**src/rtl/adc_pwr_pkg.sv**
```systemverilog
`timescale 1ns/1ps
package adc_pwr_pkg;
    localparam int WORD_W   = 16;
    localparam int PM_LSB   = 2;
    localparam int SS_LSB   = 0;
    localparam logic [4:0] CFG_TAG = 5'b10000;

    typedef enum logic [1:0] {
        PM_NORMAL = 2'b00,
        PM_ASHDN  = 2'b01,
        PM_ASTBY  = 2'b10,
        PM_SPARE  = 2'b11
    } pm_e;

    typedef enum logic [1:0] {
        SS_NONE = 2'b00,
        SS_FULL = 2'b01,
        SS_PART = 2'b10,
        SS_RSVD = 2'b11
    } ss_e;

    typedef enum logic [2:0] {
        ST_ON,
        ST_FRAME,
        ST_FRAME_NEW,
        ST_DOWN,
        ST_WARM,
        ST_WARM_F,
        ST_STATIC
    } pst_e;
endpackage

```
**src/rtl/adc_pwr_sync.sv**
```systemverilog
`timescale 1ns/1ps
module adc_pwr_sync #(
    parameter int STAGES  = 2,
    parameter bit RST_VAL = 1'b1
) (
    input  logic clk,
    input  logic rst,
    input  logic din,
    output logic rise,
    output logic fall
);
    logic [STAGES-1:0] chain;
    logic              prev;

    genvar g;
    generate
        for (g = 0; g < STAGES; g++) begin : g_stage
            if (g == 0) begin : g_first
                always_ff @(posedge clk) begin
                    if (rst) chain[0] <= RST_VAL;
                    else     chain[0] <= din;
                end
            end else begin : g_next
                always_ff @(posedge clk) begin
                    if (rst) chain[g] <= RST_VAL;
                    else     chain[g] <= chain[g-1];
                end
            end
        end
    endgenerate

    always_ff @(posedge clk) begin
        if (rst) prev <= RST_VAL;
        else     prev <= chain[STAGES-1];
    end

    assign rise = chain[STAGES-1] & ~prev;
    assign fall = ~chain[STAGES-1] & prev;
endmodule

```
**src/rtl/adc_pwr_regs.sv**
```systemverilog
`timescale 1ns/1ps
module adc_pwr_regs
    import adc_pwr_pkg::*;
(
    input  logic              clk,
    input  logic              rst,
    input  logic              wr_en,
    input  logic [WORD_W-1:0] wr_data,
    output pm_e               pm,
    output ss_e               ss,
    output logic              mode_wr
);
    logic mode_hit, cfg_hit;
    logic unused_bits;

    assign mode_hit    = wr_en && !wr_data[WORD_W-1];
    assign cfg_hit     = wr_en && (wr_data[WORD_W-1 -: 5] == CFG_TAG);
    assign unused_bits = ^wr_data[WORD_W-6:PM_LSB+2];

    always_ff @(posedge clk) begin
        if (rst) begin
            pm      <= PM_NORMAL;
            ss      <= SS_NONE;
            mode_wr <= 1'b0;
        end else begin
            mode_wr <= mode_hit;
            if (mode_hit) pm <= pm_e'(wr_data[PM_LSB +: 2]);
            if (cfg_hit)  ss <= ss_e'(wr_data[SS_LSB +: 2]);
        end
    end

    AST_PM_RESET: assert property (@(posedge clk) $past(rst) |-> (pm == PM_NORMAL));
    AST_FOREIGN_IGNORED: assert property (@(posedge clk) disable iff (rst)
        (wr_en && wr_data[WORD_W-1 -: 2] == 2'b11) |=> ($stable(pm) && $stable(ss)));
endmodule

```
**src/rtl/adc_pwr_fsm.sv**
```systemverilog
`timescale 1ns/1ps
module adc_pwr_fsm
    import adc_pwr_pkg::*;
#(
    parameter int WARMUP = 2
) (
    input  logic clk,
    input  logic rst,
    input  logic cs_fall,
    input  logic cs_rise,
    input  logic cnv_fall,
    input  logic sw_start,
    input  logic conv_done,
    input  logic int_mode,
    input  pm_e  pm,
    input  ss_e  ss,
    input  logic mode_wr,
    output logic main_en,
    output logic bias_en,
    output logic conv_valid
);
    localparam int CNT_W = $clog2(WARMUP) + 1;

    pst_e             state, nxt;
    logic [CNT_W-1:0] cnt;
    logic             auto_pm, ext_auto, int_auto, ss_on, warm_done;
    logic             warm_cur, warm_nxt;

    assign auto_pm   = (pm == PM_ASHDN) || (pm == PM_ASTBY);
    assign ext_auto  = auto_pm && !int_mode;
    assign int_auto  = auto_pm && int_mode;
    assign ss_on     = (ss == SS_FULL) || (ss == SS_PART);
    assign warm_done = (cnt == CNT_W'(WARMUP - 1));
    assign warm_cur  = (state == ST_WARM) || (state == ST_WARM_F);
    assign warm_nxt  = (nxt == ST_WARM) || (nxt == ST_WARM_F);

    always_comb begin
        nxt = state;
        unique case (state)
            ST_ON: begin
                if (int_auto && conv_done) nxt = ST_DOWN;
                else if (cs_fall)          nxt = ST_FRAME;
            end
            ST_FRAME: begin
                if (int_auto && conv_done) nxt = ST_DOWN;
                else if (mode_wr)          nxt = ST_FRAME_NEW;
                else if (cs_rise)          nxt = ext_auto ? ST_DOWN : ST_ON;
            end
            ST_FRAME_NEW: begin
                if (int_auto && conv_done) nxt = ST_DOWN;
                else if (cs_rise)          nxt = ST_ON;
            end
            ST_DOWN: begin
                if (!auto_pm) nxt = ST_WARM;
                else if (int_mode) begin
                    if (cnv_fall || (cs_rise && sw_start)) nxt = ST_WARM;
                end else if (cs_fall) nxt = ST_WARM_F;
            end
            ST_WARM: begin
                if (warm_done) nxt = ST_ON;
            end
            ST_WARM_F: begin
                if (cs_rise)        nxt = ext_auto ? ST_DOWN : ST_WARM;
                else if (warm_done) nxt = ST_FRAME;
            end
            ST_STATIC: begin
                if (!ss_on) nxt = ST_WARM;
            end
            default: nxt = ST_ON;
        endcase
        if (ss_on) nxt = ST_STATIC;
    end

    always_ff @(posedge clk) begin
        if (rst) begin
            state <= ST_ON;
            cnt   <= '0;
        end else begin
            state <= nxt;
            cnt   <= (warm_cur && warm_nxt) ? cnt + 1'b1 : '0;
        end
    end

    always_comb begin
        main_en    = 1'b1;
        bias_en    = 1'b1;
        conv_valid = 1'b0;
        unique case (state)
            ST_ON, ST_FRAME, ST_FRAME_NEW: conv_valid = 1'b1;
            ST_WARM, ST_WARM_F:            conv_valid = 1'b0;
            ST_DOWN: begin
                main_en = 1'b0;
                bias_en = (pm == PM_ASTBY);
            end
            ST_STATIC: begin
                main_en = 1'b0;
                bias_en = (ss == SS_PART);
            end
            default: conv_valid = 1'b0;
        endcase
    end

    AST_BIAS_WITH_MAIN: assert property (@(posedge clk) disable iff (rst)
        main_en |-> bias_en);
    AST_WARM_FIRST: assert property (@(posedge clk) disable iff (rst)
        $rose(main_en) |-> !conv_valid);
    AST_WARM_SECOND: assert property (@(posedge clk) disable iff (rst)
        $rose(main_en) |=> !conv_valid);
    AST_STATIC_OFF: assert property (@(posedge clk) disable iff (rst)
        ss_on |=> !main_en);
    AST_INT_DONE_DOWN: assert property (@(posedge clk) disable iff (rst)
        (conv_valid && int_auto && conv_done && !ss_on) |=> !main_en);
endmodule

```
**src/rtl/adc_pwr_seq.sv**
```systemverilog
`timescale 1ns/1ps
module adc_pwr_seq
    import adc_pwr_pkg::*;
#(
    parameter int SYNC_STAGES = 2,
    parameter int WARMUP      = 2
) (
    input  logic        clk,
    input  logic        rst,
    input  logic        cs_n,
    input  logic        cnvst_n,
    input  logic        sw_start,
    input  logic        conv_done,
    input  logic        int_clk_mode,
    input  logic        wr_en,
    input  logic [15:0] wr_data,
    output logic        main_en,
    output logic        bias_en,
    output logic        conv_valid
);
    logic cs_rise, cs_fall, cnv_fall, cnv_rise_unused;
    pm_e  pm;
    ss_e  ss;
    logic mode_wr;

    adc_pwr_sync #(.STAGES(SYNC_STAGES), .RST_VAL(1'b1)) u_cs_sync (
        .clk(clk), .rst(rst), .din(cs_n), .rise(cs_rise), .fall(cs_fall)
    );

    adc_pwr_sync #(.STAGES(SYNC_STAGES), .RST_VAL(1'b1)) u_cnv_sync (
        .clk(clk), .rst(rst), .din(cnvst_n), .rise(cnv_rise_unused), .fall(cnv_fall)
    );

    adc_pwr_regs u_regs (
        .clk(clk), .rst(rst), .wr_en(wr_en), .wr_data(wr_data),
        .pm(pm), .ss(ss), .mode_wr(mode_wr)
    );

    adc_pwr_fsm #(.WARMUP(WARMUP)) u_fsm (
        .clk(clk), .rst(rst),
        .cs_fall(cs_fall), .cs_rise(cs_rise), .cnv_fall(cnv_fall),
        .sw_start(sw_start), .conv_done(conv_done), .int_mode(int_clk_mode),
        .pm(pm), .ss(ss), .mode_wr(mode_wr),
        .main_en(main_en), .bias_en(bias_en), .conv_valid(conv_valid)
    );
endmodule

```
**config.mk**
```make
export PLATFORM = sky130hd
export DESIGN_NAME = adc_pwr_seq
export DESIGN_NICKNAME = d
export VERILOG_FILES = /design/src/rtl/adc_pwr_pkg.sv /design/src/rtl/adc_pwr_sync.sv /design/src/rtl/adc_pwr_regs.sv /design/src/rtl/adc_pwr_fsm.sv /design/src/rtl/adc_pwr_seq.sv
export SDC_FILE = /design/constraint.sdc
export NUM_CORES = 1
export LEC_CHECK = 0
export BUFFER_PORTS_ARGS = -buffer_cell sky130_fd_sc_hd__clkbuf_2
export CORE_MARGIN = 1.5
export CORE_UTILIZATION = 45
export CTS_BUF_LIST = sky130_fd_sc_hd__clkbuf_4
export DETAILED_ROUTE_END_ITERATION = 6
export PLACE_DENSITY = 0.75
export SETUP_SLACK_MARGIN = 0.5
export SYNTH_ARGS = -nofsm -noshare
export SYNTH_HDL_FRONTEND = slang
export SYNTH_SLANG_ARGS = --single-unit
```
**constraint.sdc**
```tcl
create_clock -name clk -period 1.55 [get_ports clk]
set_input_delay 0.0775 -clock clk [delete_from_list [all_inputs] [get_ports clk]]
set_output_delay 0.0775 -clock clk [all_outputs]
set_load 0.03 [all_outputs]
```
==> results of run 1 <==
==> cell usage in the layout (no fill, tap or decap), types with 2 or more instances in the layout <==
cell	Yosys	final
sky130_fd_sc_hd__clkbuf_4	0	3
sky130_fd_sc_hd__dfxtp_4	0	2
sky130_fd_sc_hd__buf_4	0	5
sky130_fd_sc_hd__mux2i_1	4	4
sky130_fd_sc_hd__nand2b_4	0	2
sky130_fd_sc_hd__inv_1	5	3
sky130_fd_sc_hd__inv_2	0	2
sky130_fd_sc_hd__dlygate4sd3_1	0	2
sky130_fd_sc_hd__buf_8	0	2
sky130_fd_sc_hd__dfxtp_1	16	11
sky130_fd_sc_hd__clkbuf_2	0	16
sky130_fd_sc_hd__nand2_1	3	3
sky130_fd_sc_hd__nor2b_1	2	2
sky130_fd_sc_hd__a21oi_1	8	7
sky130_fd_sc_hd__buf_6	0	2
sky130_fd_sc_hd__nand2b_1	6	4
sky130_fd_sc_hd__nor2_1	14	13
sky130_fd_sc_hd__dfxtp_2	0	3
sky130_fd_sc_hd__or2_2	6	6
sky130_fd_sc_hd__nand3_1	2	2
==> sequential cells by signal, indices dropped and copies added, names as in the netlist <==
signal,flops
u_fsm.state,3
u_cnv_sync.chain,2
u_cs_sync.chain,2
u_fsm.cnt,2
u_regs.pm,2
u_regs.ss,2
u_cnv_sync.prev,1
u_cs_sync.prev,1
u_regs.mode_wr,1
==> what timing repair did <==
action / CTS / global route
setup buffers: 3 / 1
gates cloned: 0 / 0
setup endpoints to repair: 8 / 8
hold buffers: 2 / 0
pin swaps: 4 / 6
gates resized for setup: 11 / 17
endpoints found under the hold margin: 2 / 0
==> worst min path at each step <==
stage	startpoint	to	slack, ps
floorplan	rst	u_regs.mode_wr	150
global placement	cs_n	u_cs_sync.chain[0]	260
CTS	wr_data[2]	u_regs.pm[0]	10
global route	wr_data[2]	u_regs.pm[0]	30
detailed placement	cnvst_n	u_cnv_sync.chain[0]	270
finish	wr_data[2]	u_regs.pm[0]	20
==> through the flow <==
step / hold slack, ps / power (mW)
2_1_floorplan: 149 / 0.523
3_3_place_gp: 259 / 0.559
3_5_place_dp: 268 / 0.562
4_1_cts: 11.7 / 0.812
5_1_grt: 31.6 / 0.858
6_report: 25.0 / 0.815
==> power breakdown <==
group	internal, mW	switching (mW)
registers	0.425	0.0129
clock network	0.0935	0.131
logic	0.0819	0.0707
==> worst max-delay path, stage by stage (launching register included) <==
cell	delay, ps
sky130_fd_sc_hd__dfxtp_2	330
sky130_fd_sc_hd__inv_2	40
sky130_fd_sc_hd__ha_4	260
sky130_fd_sc_hd__nor4b_2	340
sky130_fd_sc_hd__o21ai_1	110
sky130_fd_sc_hd__a21bo_1	200
sky130_fd_sc_hd__a31oi_1	150
==> final cells by class <==
cell class	instances	area, sq um	area share
clock buffer	3	22.5	0.0197
clock inverter	1	3.75	0.00329
inverter	5	18.8	0.0164
multi-input combinational	71	543	0.476
timing repair buffer	27	190	0.167
sequential	16	332	0.291
tap	25	31.3	0.0274
==> metal layers <==
layer,vias up,global-route usage
li1,386,-
met1,358,0.208
met2,7,0.317
met3,2,0.0238
met4,0,0.103
met5,-,0
==> logic make-up after synthesis <==
| kind of cell | synth area share |
|---|---|
| buffers and inverters | 0.0393 |
| AOI/OAI and AO/OA | 0.160 |
| and+or+nand+nor | 0.309 |
| muxes | 0.0484 |
| DFF | 0.387 |
| adders and majority gates | 0.0454 |
| xor gates and xnor gates | 0.0106 |
==> metrics.txt, run 1 <==
max-cap viol count=0; number of remaining DRC errors=0; post-CTS clock slew at the launch and capture registers of the worst setup and hold paths=90 ps; largest net degree at the start of global routing=17; Syn-to-layout area delta=38.0%; GPL Wtd Cong=0.872; Yosys Warn Count=0; H-Tree Depth=1; count of cells along the worst register-to-register path=6; top-count cell post-synth=sky130_fd_sc_hd__dfxtp_1; final critical-path share of the clock period=0.967; HPWL reported at the end of detailed placement=between 1000 and 1500 um; library cells used by synthesis=34; number of top-level pins=27; average cell area after synthesis=a little under 9 sq um; number of nets produced by synthesis=122; clock period minus worst slack=1500 ps; cell area after synthesis=about 830 sq um; number of optimization iterations in the first detailed-route pass=4; capture point of the worst reg-to-reg path=u_fsm.state[1]; area after detailed placement=around 1000 sq um; Setup TNS=0 ps; Clock Tree Root=sky130_fd_sc_hd__clkbuf_4; sequential cell area fraction in the yosys report=0.387; kind of end point of the critical path=flop; final core utilization=0.661; Commonest cells post-synth=sky130_fd_sc_hd__dfxtp_1, sky130_fd_sc_hd__nor2_1, sky130_fd_sc_hd__a21oi_1, sky130_fd_sc_hd__nand2b_1, sky130_fd_sc_hd__or2_2; final setup margin=51.2 ps; number of rows created at floorplan=15; start point of the critical path=u_regs.pm[0]; clock buffer count from CTS=3; unrepaired setup endpoints after global routing=true; number of antenna-violating nets in the routed design=0; synthesized instance count=95; Total GRT Usage=0.181; outcome=completed; WL/cell=12.3 um; prevailing post-synth register cell=sky130_fd_sc_hd__dfxtp_1; Max Clk Rate=667 MHz; number of antenna violations at the first check in global routing=0; Via Count=753; number of antenna diodes=0; fraction of final layout cells with drive strength greater than 1=0.455; Buffers on Ports=19; power density cells=715 mW/mm^2; Std-Cell Core Area=between 0.0015 and 0.002 sq mm; Post-synth EDFFs=0; type of the tightest min-delay check=primary input to flop; worst supply voltage drop on vdd=0.434 mV; die span in y=45.9 um; ranking of synthesized cells by area=sky130_fd_sc_hd__dfxtp_1, sky130_fd_sc_hd__nor2_1, sky130_fd_sc_hd__a21oi_1, sky130_fd_sc_hd__mux2i_1, sky130_fd_sc_hd__ha_1; number of clock sinks=16; later-pin clock latency in the skew report=290 ps; register-to-register setup slack=slightly above 50 ps; routed length on met3=roughly 36 um; Total Routed Length=around 1800 um; post-route clock skew=between 3 and 4 ps; instance count along the most critical hold path=3; Slew Limit Headroom=0.768; Final Max Slew Viols=0; Critical R2R Launch=u_regs.pm[0]; Startpoint Class=flop; CP arrival=1710 ps; NumNets Final=151; Avg Vias per Cell=5.09; highest metal used=met4; First DRT Iteration DRCs=6; wl on met1=845 um; async set-or-reset flop fraction in the synthesized netlist=0; cell type contributing the most total cell area after synthesis=sky130_fd_sc_hd__dfxtp_1; cell area after layout=0.00114 sq mm; Fill cells=146; number of instances in the placed design=138; number of global-route vias before repair=698; final number of hold-violating endpoints=0; data required time at the worst endpoint=1760 ps; Yosys top cell area share=0.387; category of the critical setup timing path=flop to flop; global-route wire length before repair=between 2000 and 3000 um; die area=approximately 0.0021 sq mm; die width=45.9 um; met2 wire length=between 900 and 1000 um; slew at the pin with the worst max-slew slack=between 300 and 400 ps; number of non-filler instances in the completed layout=148; TritonCTS clock tree=yes; total gr overflow=0; starting density of the core=0.479; flops & latches, synth=16; static leakage power=0.466 nW; crit path to=u_fsm.state[1]; Clock Path Buffers=2; worst slack after detailed placement=107 ps; maximum fanout along the worst path=4; setup-violating endpoint count in the final report=0
(Power assumes the default switching activity.)
==> run 2, diff against run 1 <==
--- a/config.mk
+++ b/config.mk
@@ -7,10 +7,9 @@
 export LEC_CHECK = 0
 export BUFFER_PORTS_ARGS = -buffer_cell sky130_fd_sc_hd__clkbuf_2
 export CORE_MARGIN = 1.5
-export CORE_UTILIZATION = 45
+export CORE_UTILIZATION = 30
 export CTS_BUF_LIST = sky130_fd_sc_hd__clkbuf_4
 export DETAILED_ROUTE_END_ITERATION = 6
-export PLACE_DENSITY = 0.75
 export SETUP_SLACK_MARGIN = 0.5
 export SYNTH_ARGS = -nofsm -noshare
 export SYNTH_HDL_FRONTEND = slang
==> run 2 against run 1 <==
Net effect: worst setup slack worse by 17 ps; sequential power up 1%; critical path depth unchanged; highest routed layer unchanged; die area up 46%; global-route usage down 5.8 points.
==> metrics.txt, run 2 (synthesized netlist as in run 1, its figures left out) <==
number of clock sinks=16 (unchanged); Max Clk Rate=660 MHz (-1.1%); Startpoint Class=flop; number of antenna violations at the first check in global routing=0 (unchanged); number of rows created at floorplan=18 (+3); CP arrival=1700 ps (about the same); static leakage power=0.465 nW (-0.18%); Std-Cell Core Area=0.00254 sq mm (+47%); worst supply voltage drop on vdd=0.439 mV (+1.1%); slew at the pin with the worst max-slew slack=334 ps (-13.2 ps); share of total power in the clock network=0.279 (+0.004); setup-violating endpoint count in the final report=0 (unchanged); Switching Power=216 uW (+0.61%); internal power=595 uW (-0.91%); Syn-to-layout area delta=38.9%; die width=55.5 um (+21%); power density cells=706 mW/mm^2 (-1.2%); most common cell after layout, fill and taps aside=sky130_fd_sc_hd__clkbuf_2; post-CTS clock slew at the launch and capture registers of the worst setup and hold paths=100 ps (about the same); unrepaired setup endpoints after global routing=true; data required time at the worst endpoint=1730 ps (-30 ps); category of the critical setup timing path=flop to flop; die area=0.00308 sq mm (+46%); Avg Vias per Cell=5.14 (+0.97%); proportion of power drawn by flip-flops and latches=0.546 (+0.008); start point of the critical path=u_regs.pm[0]; Buffers on Ports=19 (unchanged); First DRT Iteration DRCs=16 (+10); final critical-path share of the clock period=0.978 (+0.0107); total gr overflow=0 (unchanged); number of top-level pins=27 (unchanged); Clock Tree Root=sky130_fd_sc_hd__clkbuf_4; later-pin clock latency in the skew report=290 ps (about the same); worst slack on hold paths=27.5 ps (+2.57 ps); Total GRT Usage=0.123 (-0.0585); Critical R2R Launch=u_regs.pm[0]; fraction of final layout cells with drive strength greater than 1=0.480 (+0.0244); maximum fanout along the worst path=5 (+1); kind of end point of the critical path=flop; number of instances in the placed design=142 (+2.9%); clock buffer count from CTS=3 (unchanged); largest net degree at the start of global routing=17 (unchanged); slowest stage cell, crit path=sky130_fd_sc_hd__dfxtp_2; number of non-filler instances in the completed layout=153 (+3.4%); net switching share of the total power=0.266 (+0.00298); H-Tree Depth=1 (unchanged); Reg with most FFs=u_fsm.state; outcome=completed; Slew Limit Headroom=0.774 (+0.00626); Final Max Slew Viols=0 (unchanged); proportion of power drawn by combinational gates=0.175 (-0.012); GPL Wtd Cong=0.847 (-2.8%); Hold Crit Start=wr_data[2]; post-route clock skew=6.67 ps (+2.87 ps); number of antenna diodes=0 (unchanged); max FFs per register=3 (unchanged); WL/cell=12.6 um (+2.0%); crit-path cells=inv_2 -> ha_4 -> and3b_2 -> o21ai_2 -> a21oi_1 -> o31a_1; Total Routed Length=1920 um (+5.4%); commonest cells after routing, fill and taps aside=sky130_fd_sc_hd__clkbuf_2, sky130_fd_sc_hd__nor2_1, sky130_fd_sc_hd__dfxtp_1; Via Count=786 (+4.4%); global-route wire length before repair=3060 um (+13%); final number of hold-violating endpoints=0 (unchanged); clock period minus worst slack=1520 ps (+16.6 ps); number of remaining DRC errors=0 (unchanged); die span in y=55.5 um (+21%); type of the tightest min-delay check=primary input to flop; number of antenna-violating nets in the routed design=0 (unchanged); Clock Path Buffers=2 (unchanged); biggest cell delay along the critical path=330 ps (about the same); TritonCTS clock tree=yes; starting density of the core=0.325 (-0.154); number of global-route vias before repair=722 (+3.4%); Fill cells=266 (+82%); HPWL reported at the end of detailed placement=1280 um (+6.1%); max-cap viol count=0 (unchanged); number of optimization iterations in the first detailed-route pass=4 (unchanged); NumNets Final=151 (unchanged)
==> run 2: layout make-up <==
type / count / area, sq um / share of cell area
inverters: 5 / 18.8 / 0.0163
clock buffers: 3 / 22.5 / 0.0196
multi-input cells: 71 / 554 / 0.483
well taps: 30 / 37.5 / 0.0327
flip-flops and latches: 16 / 333 / 0.290
clock inverters: 1 / 3.75 / 0.00327
repair buffers: 27 / 179 / 0.156
==> run 2: worst paths after layout <==
check                                     endpoint  slack (ps)  cells past startpoint
worst max-delay path                u_fsm.state[0]          30                      6
worst min-delay path                  u_regs.pm[0]          30                      3
worst max register to register      u_fsm.state[0]          30                      6
worst min register to register  u_cs_sync.chain[1]         410                      1
==> run 2: power groups by stage <==
stage               Clock, mW  Sequential [mW]  Combinational (mW)
finish                  0.227            0.443               0.142
global route            0.258            0.445               0.157
CTS                     0.234            0.442               0.128
detailed placement          0            0.452               0.112
global placement            0            0.451               0.109
floorplan                   0            0.442              0.0815
==> run 2: per-stage QoR <==
| stage | cell area (sq um) | worst slack [ps] | setup TNS (ps) | power (mW) | util |
|---|---|---|---|---|---|
| 4_1_cts | 1070 | 62.2 | 0 | 0.804 | 0.421 |
| 3_5_place_dp | 971 | 80.9 | 0 | 0.564 | 0.382 |
| 5_1_grt | 1150 | -38.6 | -49.9 | 0.859 | 0.451 |
| 2_1_floorplan | 845 | 181 | 0 | 0.523 | - |
| 3_3_place_gp | 971 | 95.8 | 0 | 0.561 | 0.382 |
| 6_report | 1150 | 34.6 | 0 | 0.811 | 0.451 |
==> run 2: critical path, delay by kind of cell, from the launching register on <==
family	cells	cell delay [ps]
compound gates	3	490
fa+ha+maj	1	300
buf+inv	1	40
flops	1	330
simple gates	1	240
==> run 2: timing repair <==
| item | in CTS | in global routing |
|---|---|---|
| buffers inserted | 1 | 4 |
| gates resized for setup | 12 | 13 |
| pin swaps | 1 | 11 |
| hold endpoints to repair | 2 | 0 |
| endpoints found under the setup margin | 8 | 8 |
| hold buffers | 2 | 0 |
==> run 2: per-layer routing <==
| layer | track usage | part of all wire | up-vias |
|---|---|---|---|
| met4 | 0.0314 | 0.014 | 0 |
| met1 | 0.150 | 0.42 | 375 |
| li1 | - | - | 392 |
| met5 | 0 | 0 | - |
| met3 | 0.0375 | 0.040 | 4 |
| met2 | 0.209 | 0.53 | 15 |
